File: src/rtl/tm_tracker_pkg.sv
package tm_tracker_pkg;

  typedef enum logic [2:0] {
    CAUSE_NONE     = 3'd0,
    CAUSE_CONFLICT = 3'd1,
    CAUSE_CAPACITY = 3'd2,
    CAUSE_EVICT    = 3'd3,
    CAUSE_EXCEPT   = 3'd4,
    CAUSE_EXPLICIT = 3'd5
  } tm_cause_e;

  // a remote access collides with a tracked line when a write is involved
  function automatic logic snoop_collides(input logic remote_wr,
                                          input logic line_rd,
                                          input logic line_wr);
    return line_wr | (remote_wr & line_rd);
  endfunction

  // an eviction only matters for a line the transaction has written
  function automatic logic evict_hurts(input logic line_wr);
    return line_wr;
  endfunction

endpackage

File: src/rtl/tm_line_set.sv
module tm_line_set #(
  parameter int ENTRIES = 8,
  parameter int TAG_W   = 34,
  parameter int DATA_W  = 64
) (
  input  logic                      clk,
  input  logic                      rst_n,
  input  logic                      clear,
  input  logic                      upd_en,
  input  logic                      upd_write,
  input  logic [TAG_W-1:0]          upd_tag,
  input  logic [DATA_W-1:0]         upd_data,
  input  logic [TAG_W-1:0]          snp_tag,
  input  logic [TAG_W-1:0]          evict_tag,
  output logic                      upd_hit,
  output logic                      full,
  output logic [ENTRIES-1:0]        rd_vec,
  output logic [ENTRIES-1:0]        wr_vec,
  output logic [ENTRIES-1:0]        snp_hit_vec,
  output logic [ENTRIES-1:0]        evict_hit_vec,
  output logic [ENTRIES*TAG_W-1:0]  tags_flat,
  output logic [ENTRIES*DATA_W-1:0] data_flat
);

  logic [ENTRIES-1:0] vld;
  logic [ENTRIES-1:0] upd_hit_vec;
  logic [ENTRIES-1:0] alloc_oh;
  logic               alloc_found;

  // lowest free entry takes the next new line, so entry order is first-touch order
  always_comb begin
    alloc_oh    = '0;
    alloc_found = 1'b0;
    for (int i = 0; i < ENTRIES; i++) begin
      if (!vld[i] && !alloc_found) begin
        alloc_oh[i] = 1'b1;
        alloc_found = 1'b1;
      end
    end
  end

  assign upd_hit = |upd_hit_vec;
  assign full    = &vld;

  for (genvar g = 0; g < ENTRIES; g++) begin : g_ent
    logic [TAG_W-1:0]  tag_q;
    logic [DATA_W-1:0] data_q;
    logic              v_q;
    logic              r_q;
    logic              w_q;
    logic              sel;

    assign upd_hit_vec[g]   = v_q && (tag_q == upd_tag);
    assign snp_hit_vec[g]   = v_q && (tag_q == snp_tag);
    assign evict_hit_vec[g] = v_q && (tag_q == evict_tag);
    assign sel = upd_en && (upd_hit_vec[g] || (!upd_hit && alloc_oh[g]));

    always_ff @(posedge clk) begin
      if (!rst_n || clear) begin
        v_q    <= 1'b0;
        r_q    <= 1'b0;
        w_q    <= 1'b0;
        tag_q  <= '0;
        data_q <= '0;
      end else if (sel) begin
        v_q   <= 1'b1;
        tag_q <= upd_tag;
        if (upd_write) begin
          w_q    <= 1'b1;
          data_q <= upd_data;
        end else begin
          r_q <= 1'b1;
        end
      end
    end

    assign vld[g]    = v_q;
    assign rd_vec[g] = r_q;
    assign wr_vec[g] = w_q;
    assign tags_flat[g*TAG_W +: TAG_W]    = tag_q;
    assign data_flat[g*DATA_W +: DATA_W]  = data_q;
  end

endmodule

File: src/rtl/tm_cause_pick.sv
module tm_cause_pick
  import tm_tracker_pkg::*;
(
  input  logic      conflict_ev,
  input  logic      evict_ev,
  input  logic      cap_ev,
  input  logic      exc_ev,
  input  logic      expl_ev,
  output logic      abort_any,
  output tm_cause_e cause
);

  assign abort_any = conflict_ev | evict_ev | cap_ev | exc_ev | expl_ev;

  always_comb begin
    if (conflict_ev)   cause = CAUSE_CONFLICT;
    else if (evict_ev) cause = CAUSE_EVICT;
    else if (cap_ev)   cause = CAUSE_CAPACITY;
    else if (exc_ev)   cause = CAUSE_EXCEPT;
    else if (expl_ev)  cause = CAUSE_EXPLICIT;
    else               cause = CAUSE_NONE;
  end

endmodule

File: src/rtl/tm_conflict_tracker.sv
module tm_conflict_tracker
  import tm_tracker_pkg::*;
#(
  parameter int ADDR_W    = 40,
  parameter int DATA_W    = 64,
  parameter int ENTRIES   = 8,
  parameter int LINE_BITS = 6
) (
  input  logic                                  clk,
  input  logic                                  rst_n,
  input  logic                                  cmd_begin,
  input  logic                                  cmd_commit,
  input  logic                                  cmd_abort,
  input  logic                                  loc_valid,
  input  logic                                  loc_write,
  input  logic [ADDR_W-1:0]                     loc_addr,
  input  logic [DATA_W-1:0]                     loc_wdata,
  input  logic                                  snp_valid,
  input  logic                                  snp_write,
  input  logic [ADDR_W-1:0]                     snp_addr,
  input  logic                                  evict_valid,
  input  logic [ADDR_W-1:0]                     evict_addr,
  input  logic                                  exc_event,
  output logic                                  tx_active,
  output logic                                  abort_pulse,
  output logic [2:0]                            abort_cause,
  output logic                                  commit_pulse,
  output logic [ENTRIES-1:0]                    commit_mask,
  output logic [ENTRIES*(ADDR_W-LINE_BITS)-1:0] commit_tags,
  output logic [ENTRIES*DATA_W-1:0]             commit_data
);

  localparam int TAG_W = ADDR_W - LINE_BITS;

  logic [TAG_W-1:0] loc_tag;
  logic [TAG_W-1:0] snp_tag;
  logic [TAG_W-1:0] evict_tag;
  logic             unused_offsets;

  assign loc_tag   = loc_addr[ADDR_W-1:LINE_BITS];
  assign snp_tag   = snp_addr[ADDR_W-1:LINE_BITS];
  assign evict_tag = evict_addr[ADDR_W-1:LINE_BITS];
  assign unused_offsets = ^{loc_addr[LINE_BITS-1:0], snp_addr[LINE_BITS-1:0],
                            evict_addr[LINE_BITS-1:0]};

  // named events, also observed by the checker
  logic      upd_en;
  logic      upd_hit;
  logic      full;
  logic      conflict_ev;
  logic      evict_ev;
  logic      cap_ev;
  logic      exc_ev;
  logic      expl_ev;
  logic      abort_now;
  logic      commit_now;
  logic      begin_now;
  tm_cause_e cause_now;

  logic [ENTRIES-1:0]        rd_vec;
  logic [ENTRIES-1:0]        wr_vec;
  logic [ENTRIES-1:0]        snp_hit_vec;
  logic [ENTRIES-1:0]        evict_hit_vec;
  logic [ENTRIES*TAG_W-1:0]  tags_flat;
  logic [ENTRIES*DATA_W-1:0] data_flat;

  // a local access in the commit cycle is not recorded
  assign upd_en = tx_active && loc_valid && !cmd_commit;

  tm_line_set #(
    .ENTRIES (ENTRIES),
    .TAG_W   (TAG_W),
    .DATA_W  (DATA_W)
  ) u_set (
    .clk           (clk),
    .rst_n         (rst_n),
    .clear         (abort_now || commit_now),
    .upd_en        (upd_en),
    .upd_write     (loc_write),
    .upd_tag       (loc_tag),
    .upd_data      (loc_wdata),
    .snp_tag       (snp_tag),
    .evict_tag     (evict_tag),
    .upd_hit       (upd_hit),
    .full          (full),
    .rd_vec        (rd_vec),
    .wr_vec        (wr_vec),
    .snp_hit_vec   (snp_hit_vec),
    .evict_hit_vec (evict_hit_vec),
    .tags_flat     (tags_flat),
    .data_flat     (data_flat)
  );

  always_comb begin
    logic coll;
    logic hurt;
    coll = 1'b0;
    hurt = 1'b0;
    for (int i = 0; i < ENTRIES; i++) begin
      coll = coll | (snp_hit_vec[i] & snoop_collides(snp_write, rd_vec[i], wr_vec[i]));
      hurt = hurt | (evict_hit_vec[i] & evict_hurts(wr_vec[i]));
    end
    conflict_ev = tx_active && snp_valid && coll;
    evict_ev    = tx_active && evict_valid && hurt;
  end

  assign cap_ev  = upd_en && !upd_hit && full;
  assign exc_ev  = tx_active && exc_event;
  assign expl_ev = tx_active && cmd_abort;

  tm_cause_pick u_pick (
    .conflict_ev (conflict_ev),
    .evict_ev    (evict_ev),
    .cap_ev      (cap_ev),
    .exc_ev      (exc_ev),
    .expl_ev     (expl_ev),
    .abort_any   (abort_now),
    .cause       (cause_now)
  );

  assign commit_now = tx_active && cmd_commit && !abort_now;
  assign begin_now  = !tx_active && cmd_begin;

  always_ff @(posedge clk) begin
    if (!rst_n) begin
      tx_active    <= 1'b0;
      abort_pulse  <= 1'b0;
      abort_cause  <= CAUSE_NONE;
      commit_pulse <= 1'b0;
      commit_mask  <= '0;
      commit_tags  <= '0;
      commit_data  <= '0;
    end else begin
      if (begin_now)                    tx_active <= 1'b1;
      else if (abort_now || commit_now) tx_active <= 1'b0;
      abort_pulse  <= abort_now;
      abort_cause  <= abort_now ? cause_now : CAUSE_NONE;
      commit_pulse <= commit_now;
      commit_mask  <= commit_now ? wr_vec    : '0;
      commit_tags  <= commit_now ? tags_flat : '0;
      commit_data  <= commit_now ? data_flat : '0;
    end
  end

endmodule

File: config.mk
export PLATFORM = sky130hd
export DESIGN_NAME = tm_conflict_tracker
export DESIGN_NICKNAME = d
export VERILOG_FILES = /design/src/rtl/tm_tracker_pkg.sv /design/src/rtl/tm_line_set.sv /design/src/rtl/tm_cause_pick.sv /design/src/rtl/tm_conflict_tracker.sv
export SDC_FILE = /design/constraint.sdc
export NUM_CORES = 2
export LEC_CHECK = 0
export BUFFER_PORTS_ARGS = -buffer_cell sky130_fd_sc_hd__buf_2
export CAP_MARGIN = 20
export CELL_PAD_IN_SITES_DETAIL_PLACEMENT = 0
export CELL_PAD_IN_SITES_GLOBAL_PLACEMENT = 2
export CORE_ASPECT_RATIO = 2
export CORE_UTILIZATION = 25
export CTS_CLUSTER_DIAMETER = 150
export CTS_CLUSTER_SIZE = 20
export DETAILED_ROUTE_END_ITERATION = 8
export PLACE_DENSITY_LB_ADDON = 0.3
export SETUP_SLACK_MARGIN = 0.4
export SLEW_MARGIN = 20
export SYNTH_ARGS = -nofsm -noshare
export SYNTH_HDL_FRONTEND = slang
export SYNTH_HIERARCHICAL = 1
export SYNTH_SLANG_ARGS = --single-unit
export TNS_END_PERCENT = 20
File: constraint.sdc
create_clock -name clk -period 8.1 [get_ports clk]
set_input_delay 0 -clock clk [delete_from_list [all_inputs] [get_ports clk]]
set_output_delay 0 -clock clk [all_outputs]
set_load 0.02 [all_outputs]
Yosys cells after proc, flatten, opt, wreduce, memory -nomap -nowiden --
Index checks and enable logic that the tools add are counted.
Storage, ports and cells: bits in registers 1606, input port bits 195, output and inout bits 798, logic and storage cells 258
Cells by class: equality and inequality tests 24, mux-type cells 21, bitwise gates (word level) 53, reductions and logical operators 111
Operators with widths (count):
- equality test 34 bit | 24
- logical AND 1 bit | 60
- AND reduction 2 bit | 18
- bitwise OR 1 bit | 26
- AND 1 bit | 24
- logical NOT 1 bit | 18
- two-way mux 1 bit | 17
- logical OR 1 bit | 10
- AND reduction 8 bit | 1
- OR reduction 8 bit | 1
- two-way mux 3 bit | 2
- OR reduction 5 bit | 1
- two-way mux 2 bit | 2
- inverter 1 bit | 3
- OR reduction 3 bit | 1
- nonzero test 2 bit | 1

Logic depth before layout (Yosys ltp) --
word-level depth 25, mapped depth 20, depth with buffers taken out 14

Hierarchy --
Netlist, hierarchy kept.
By module, submodules not included:
- tm_line_set | instances 1, cells an instance 4434, area each 39664.3 um^2, sequential area each 16175.5 um^2
- tm_conflict_tracker | instances 1, cells an instance 1714, area each 21887.2 um^2, sequential area each 15975.3 um^2
- tm_cause_pick | instances 1, cells an instance 8, area each 41.3 um^2, sequential area each 0.0 um^2

Least setup slack after synthesis --
Ideal clock, no wire load.
kind register to register, from reg u_set.g_ent[3].tag_q[19], to reg u_set.g_ent[6].tag_q[7], library setup time 0.087 ns, arrival 3.393 ns, data required time 8.013 ns, path slack 4.620 ns, cell stages (with the launch flop) 18, path buffers 4, clock period less this slack 3.480 ns, path through dfxtp_1 > xor2_1 > nor4_1 > nand4_1 > or4_1 > nor4_1 > or4_1 > nor4b_1 > nor3_1 > nand2_1 > a21o_1 > nor2b_1 > clkbuf_1 > clkbuf_1 > clkbuf_1 > buf_1 > nand3_1 > o31ai_1
Between the ends: elaborated cells between the ends (all ways) 35, classes of those cells 3 x eq/ne; 16 x bitwise; 16 x reduce/logical
RTL lines:
- start, declared | line tm_line_set.sv:46 | logic [TAG_W-1:0] tag_q;
- start signal, assigned | line tm_line_set.sv:67 | tag_q <= upd_tag;
- equality test 34 bit * | line tm_line_set.sv:53 | assign upd_hit_vec[g] = v_q && (tag_q == upd_tag);
- logical AND 1 bit * | line tm_line_set.sv:53
- OR reduction 8 bit * | line tm_line_set.sv:42 | assign upd_hit = |upd_hit_vec;
- net upd_hit | line tm_conflict_tracker.sv:48 | logic upd_hit;
- logical NOT 1 bit * | line tm_conflict_tracker.sv:107 | assign cap_ev = upd_en && !upd_hit && full;
- logical AND 1 bit * (2 in series) | line tm_conflict_tracker.sv:107
- net cap_ev | line tm_conflict_tracker.sv:52 | logic cap_ev;
- bitwise OR 1 bit * (3 in series) | line tm_cause_pick.sv:13 | assign abort_any = conflict_ev | evict_ev | cap_ev | exc_ev | expl_ev;
- net abort_now | line tm_conflict_tracker.sv:55 | logic abort_now;
- logical NOT 1 bit | line tm_conflict_tracker.sv:121 | assign commit_now = tx_active && cmd_commit && !abort_now;
- logical AND 1 bit | line tm_conflict_tracker.sv:121
- logical OR 1 bit * | line tm_conflict_tracker.sv:77 | .clear (abort_now || commit_now),
- logical OR 1 bit * | line tm_line_set.sv:59 | if (!rst_n || clear) begin
- end signal, assigned | line tm_line_set.sv:67
- end, declared | line tm_line_set.sv:46
The timed path passes the listed nets; every way through them passes the cells marked *. A chain may end at the register's enable or synchronous reset.

Worst setup path in the final report --
from in loc_addr[10], to reg abort_cause[1]
Between the ends: word-level cells in the longest chain between the ends 11, elaborated cells between the ends (all ways) 27, classes of those cells 8 x eq/ne; 2 x mux; 4 x bitwise; 13 x reduce/logical
RTL lines:
- start, declared | line tm_conflict_tracker.sv:16 | input logic [ADDR_W-1:0] loc_addr,
- equality test 34 bit | line tm_line_set.sv:53
- logical AND 1 bit | line tm_line_set.sv:53
- OR reduction 8 bit * | line tm_line_set.sv:42
- net upd_hit | line tm_conflict_tracker.sv:48
- logical NOT 1 bit * | line tm_conflict_tracker.sv:107
- logical AND 1 bit * (2 in series) | line tm_conflict_tracker.sv:107
- net cap_ev | line tm_conflict_tracker.sv:52
- bitwise OR 1 bit (3 in series) | line tm_cause_pick.sv:13
- inverter 1 bit (no line)
- OR reduction 3 bit (no line)
- end signal, assigned | line tm_conflict_tracker.sv:137 | abort_cause <= abort_now ? cause_now : CAUSE_NONE;
- end, declared | line tm_conflict_tracker.sv:26 | output logic [2:0] abort_cause,
Marked as above.

==> impl_summary.md <==
Outcome
The run finished with clean final reports.

Min path
The min-delay analysis places its worst path in the category input port to flip-flop.

Timing
The number of max-slew violations in the final report is 0. For the pin with the worst max-slew slack, the measured transition is approximately 1.1 ns. The clock skew is 0.0753 ns. The setup TNS is 0 ns. Of the available clock period, the critical path in the final layout requires between 70 and 80%. The headroom to the max-slew limit is 26.3%. The number of setup violations in the final report is 0. The count of final hold-check violations came to 0. The routed design could run at a clock period as short as 5.88 ns. The maximum operating frequency is 170 MHz.

The worst hold slack across all endpoints is roughly 0.09 ns. Setup repair after global routing left no endpoint under its margin.

Synthesis
The compound-cell area share of the yosys netlist is 2.54%. After synthesis the netlist holds a flip-flop and latch count of 1606. The most used flip-flop cell after synthesis is sky130_fd_sc_hd__dfxtp_1. After synthesis, the most frequently instantiated cells are 1606 x sky130_fd_sc_hd__dfxtp_1, 824 x sky130_fd_sc_hd__nand2_1, 707 x sky130_fd_sc_hd__xnor2_1. The average cell area after synthesis is 10.0 sq um. The net count of the mapped netlist is between 6000 and 7000. The Yosys step of the flow raised 6 warnings. Multiplexer cells account for 9.44% of the synthesized area. The synthesized-area fraction occupied by xor and xnor cells is 11.5%. Yosys attributes the largest share of cell area to sky130_fd_sc_hd__dfxtp_1 52%, sky130_fd_sc_hd__xnor2_1 10%, sky130_fd_sc_hd__mux2i_1 9.4%, sky130_fd_sc_hd__and2_1 6.4%, sky130_fd_sc_hd__nand2_1 5.0%. The netlist uses 60 different library cells. The number of enable-type register cells in the synthesized netlist is 0. The share of the Yosys chip area taken by registers is about 52%. The synthesized-area fraction occupied by adder cells is 0%.

In this run the biggest area consumer among cell types represents 52.2% of the synthesized area. The biggest area consumer among synthesized cells is sky130_fd_sc_hd__dfxtp_1. Counting every instance in the synthesized netlist gives 6156. The share of synthesized cell area in and, or, nand and nor gates is 20.2%. Summing every instance area after synthesis gives 0.0616 sq mm. sky130_fd_sc_hd__dfxtp_1 is the most common cell in the netlist. After synthesis, the largest family of logic cells by area is simple AND/OR/NAND/NOR gates. The async set or reset register ratio after synthesis is 0%.

Setup path
The arrival time of data at the critical path endpoint is 6.54 ns. The cell family contributing the most delay on the critical path is buffers and inverters. The nature of the critical path endpoint is a flip-flop. The critical path is of the input port to flip-flop type. The critical-path cell with the highest stage delay is sky130_fd_sc_hd__buf_2. The critical path required time is 8.76 ns. The critical path's most frequent cell is sky130_fd_sc_hd__dlygate4sd3_1. The largest single stage delay on the critical path is 0.79 ns. The peak fanout along the critical path is 13. The nature of the critical path startpoint is an input port. Walking the worst path, the cells encountered are dlygate4sd3_1 -> buf_2 -> buf_4 -> xnor2_1 -> nand4_1 -> nor4_1 -> nand3_1 -> o2111ai_1 -> or4_1 -> nor4b_1 -> dlygate4sd3_1 -> nor2_1 -> dlygate4sd3_1 -> nor2_1 -> dlygate4sd3_1 -> and3_1 -> dlygate4sd3_1. The critical path contains buffers and inverters numbering 7 combined.

Routing
The detailed router's first-iteration violation count is 3134. After detailed routing, the average wire length per cell comes to 30.6 um. The post-route antenna net violation count is 0. Using the TritonRoute via totals, the vias-per-cell ratio works out to 4.62. The routed design has between 300000 and 400000 um of wire. The DRC violation count after routing is 0.

The first-pass iteration count of the detailed router is 8. Across all layers, the routed design uses 47400 vias.

Clocking
The clock latency on the worst-skew pair is ~0.76 ns. The largest buffer count on any clock path is 3. The number of sinks driven by the clock tree is 1606.

The H-tree level count is 3. The TritonCTS clock tree is built. Once the clock tree was built, the resizer swapped 0 gates to a different size.

Counting the buffers created by CTS gives 90. After clock tree synthesis, the clock-pin slew on the worst setup and hold paths is 0.09 ns. The master cell of the clock root buffer is sky130_fd_sc_hd__clkbuf_16.

Die
The number of top-level pins is between 900 and 1000. The die is 704 um tall. The die covers approximately 0.25 sq mm. The number of core rows is 257. In this run the standard cell core region covers 0.245 sq mm. The floorplan step set the die width to 353 um. The initial core utilization is 25.1%.

Finish
The count of fill cells added during filler insertion is between 20000 and 30000. The share of final-layout standard cells stronger than drive strength 1 is 19.8%. The number of nets in the finished design is approximately 7200.

Compared with the post-synthesis result, the final layout area differs by 19.0%.

GRT
Entering global routing, the biggest net connects 189 pins. The via count of the first global-routing pass was 47500. The first-pass GRT wire length is 418000 um.

The number of antenna violations at the first check in global routing is 14. Global routing finished with a remaining overflow of 0. Global routing used about 24% of the available tracks.

Power and ir drop
Summed over all cells, the static leakage comes to a little over 0.03 uW. The power density relative to cell area is 190 mW/mm^2. The peak ir drop on the vdd network is 157 uV.

Placement
The HPWL after detailed placement is 229000 um. The weighted congestion reported at the end of routability-driven placement is between 0.9 and 1. Buffers placed on the I/O ports in this run total 974.

Flow run
Max-cap violations in this run came to 0.
[worst register-to-register path, stage by stage, from the launching register on]
cell	delay, ns
sky130_fd_sc_hd__dfxtp_1	0.72
sky130_fd_sc_hd__xnor2_1	0.22
sky130_fd_sc_hd__nand4_1	0.25
sky130_fd_sc_hd__nor4_1	0.07
sky130_fd_sc_hd__nand3_1	0.46
sky130_fd_sc_hd__o2111ai_1	0.41
sky130_fd_sc_hd__or4_1	0.54
sky130_fd_sc_hd__nor4b_1	0.40
sky130_fd_sc_hd__dlygate4sd3_1	0.64
sky130_fd_sc_hd__nor2_1	0.04
sky130_fd_sc_hd__dlygate4sd3_1	0.57
sky130_fd_sc_hd__nor2_1	0.09
sky130_fd_sc_hd__dlygate4sd3_1	0.57
sky130_fd_sc_hd__and3_1	0.15
sky130_fd_sc_hd__dlygate4sd3_1	0.54
[metal layers]
metal  routed length [um]  vias to the layer above  part of all wire, %  global-route usage [%]
li1                     -                    21700                    -                       -
met1               116000                    23000                   37                    26.3
met2               152000                     1975                   48                    42.3
met3                17500                      687                  5.6                    4.49
met4                27900                        2                  8.9                    18.7
met5                   13                        -               0.0041                       0
[cell type report]
class                           count  area, sq um  share of cell area, %
Sequential cell                  1606        32200                   43.9
Tap cell                         3237         4050                   5.52
Antenna cell                       15         37.5                 0.0512
Clock inverter                      8          191                  0.261
Multi-Input combinational cell   4042        27200                   37.1
Timing Repair Buffer             1229         7380                   10.1
Clock buffer                       91         2260                   3.08
Inverter                           21         78.8                  0.108
[where the power goes]
part | internal, uW | total, uW | switching, uW
registers | 7890 | 7910 | 11.7
logic | 291 | 1130 | 841
clock network | 2050 | 4890 | 2830
total | 10200 | 13900 | 3680
[sequential cells by signal, summed over array words and instances (netlist names)]
| name | cells |
|---|---|
| abort_cause | 3 |
| abort_pulse | 1 |
| commit_data | 512 |
| commit_mask | 8 |
| commit_pulse | 1 |
| commit_tags | 272 |
| tx_active | 1 |
| u_set/g_ent.data_q | 512 |
| u_set/g_ent.r_q | 8 |
| u_set/g_ent.tag_q | 272 |
| u_set/g_ent.v_q | 8 |
| u_set/g_ent.w_q | 8 |
[kinds of logic (layout without fill, tap and decap cells)]
| logic type | count (synthesis) | in the layout |
|---|---|---|
| simple gates | 2378 | 2378 |
| flops | 1606 | 1606 |
| xor+xnor | 808 | 808 |
| mux | 581 | 581 |
| buf+inv | 508 | 1349 |
| compound gates | 275 | 275 |
| other cells | 0 | 15 |
[repair_timing]
action                    in CTS  in global routing
hold buffers                 134                  0
hold endpoints to repair     686                  0
buffers inserted               0                  0
[final timing paths]
| kind | from | end | slack (ns) | depth (start not counted) |
|---|---|---|---|---|
| hold / removal | loc_wdata[30] | u_set/g_ent[0].data_q[30] | 0.09 | 4 |
| hold reg to reg | u_set/g_ent[0].data_q[42] | commit_data[42] | 0.43 | 1 |
| setup reg to reg | u_set/g_ent[6].tag_q[4] | abort_cause[1] | 2.35 | 14 |
| setup / recovery | loc_addr[10] | abort_cause[1] | 2.22 | 17 |
[cell usage in the layout (no fill, tap or decap), drive strengths merged, types with 145 or more instances in the layout]
cell type	instances
dfxtp	1606
buf	1095
nand2	824
and2	795
xnor2	707
mux2i	581
nand4	225
nand3	224
o21ai	208
nor2	145
[stage by stage]
| stage | worst slack, ns | util, % | total power, uW | instance area [sq um] | std cells |
|---|---|---|---|---|---|
| after global placement | 2.10 | 28.3 | 9160 | 69500 | 10000 |
| after CTS | 2.45 | 29.9 | 14200 | 73300 | 10200 |
| after global routing | 2.18 | 29.9 | 14400 | 73300 | 10200 |
| after detailed placement | 2.34 | 28.4 | 9160 | 69500 | 10000 |
| final | 2.22 | 29.9 | 13900 | 73300 | 10200 |
| after floorplan | 4.62 | - | 8620 | 61600 | 6156 |
Note: power is estimated with default switching activity, not from simulation.
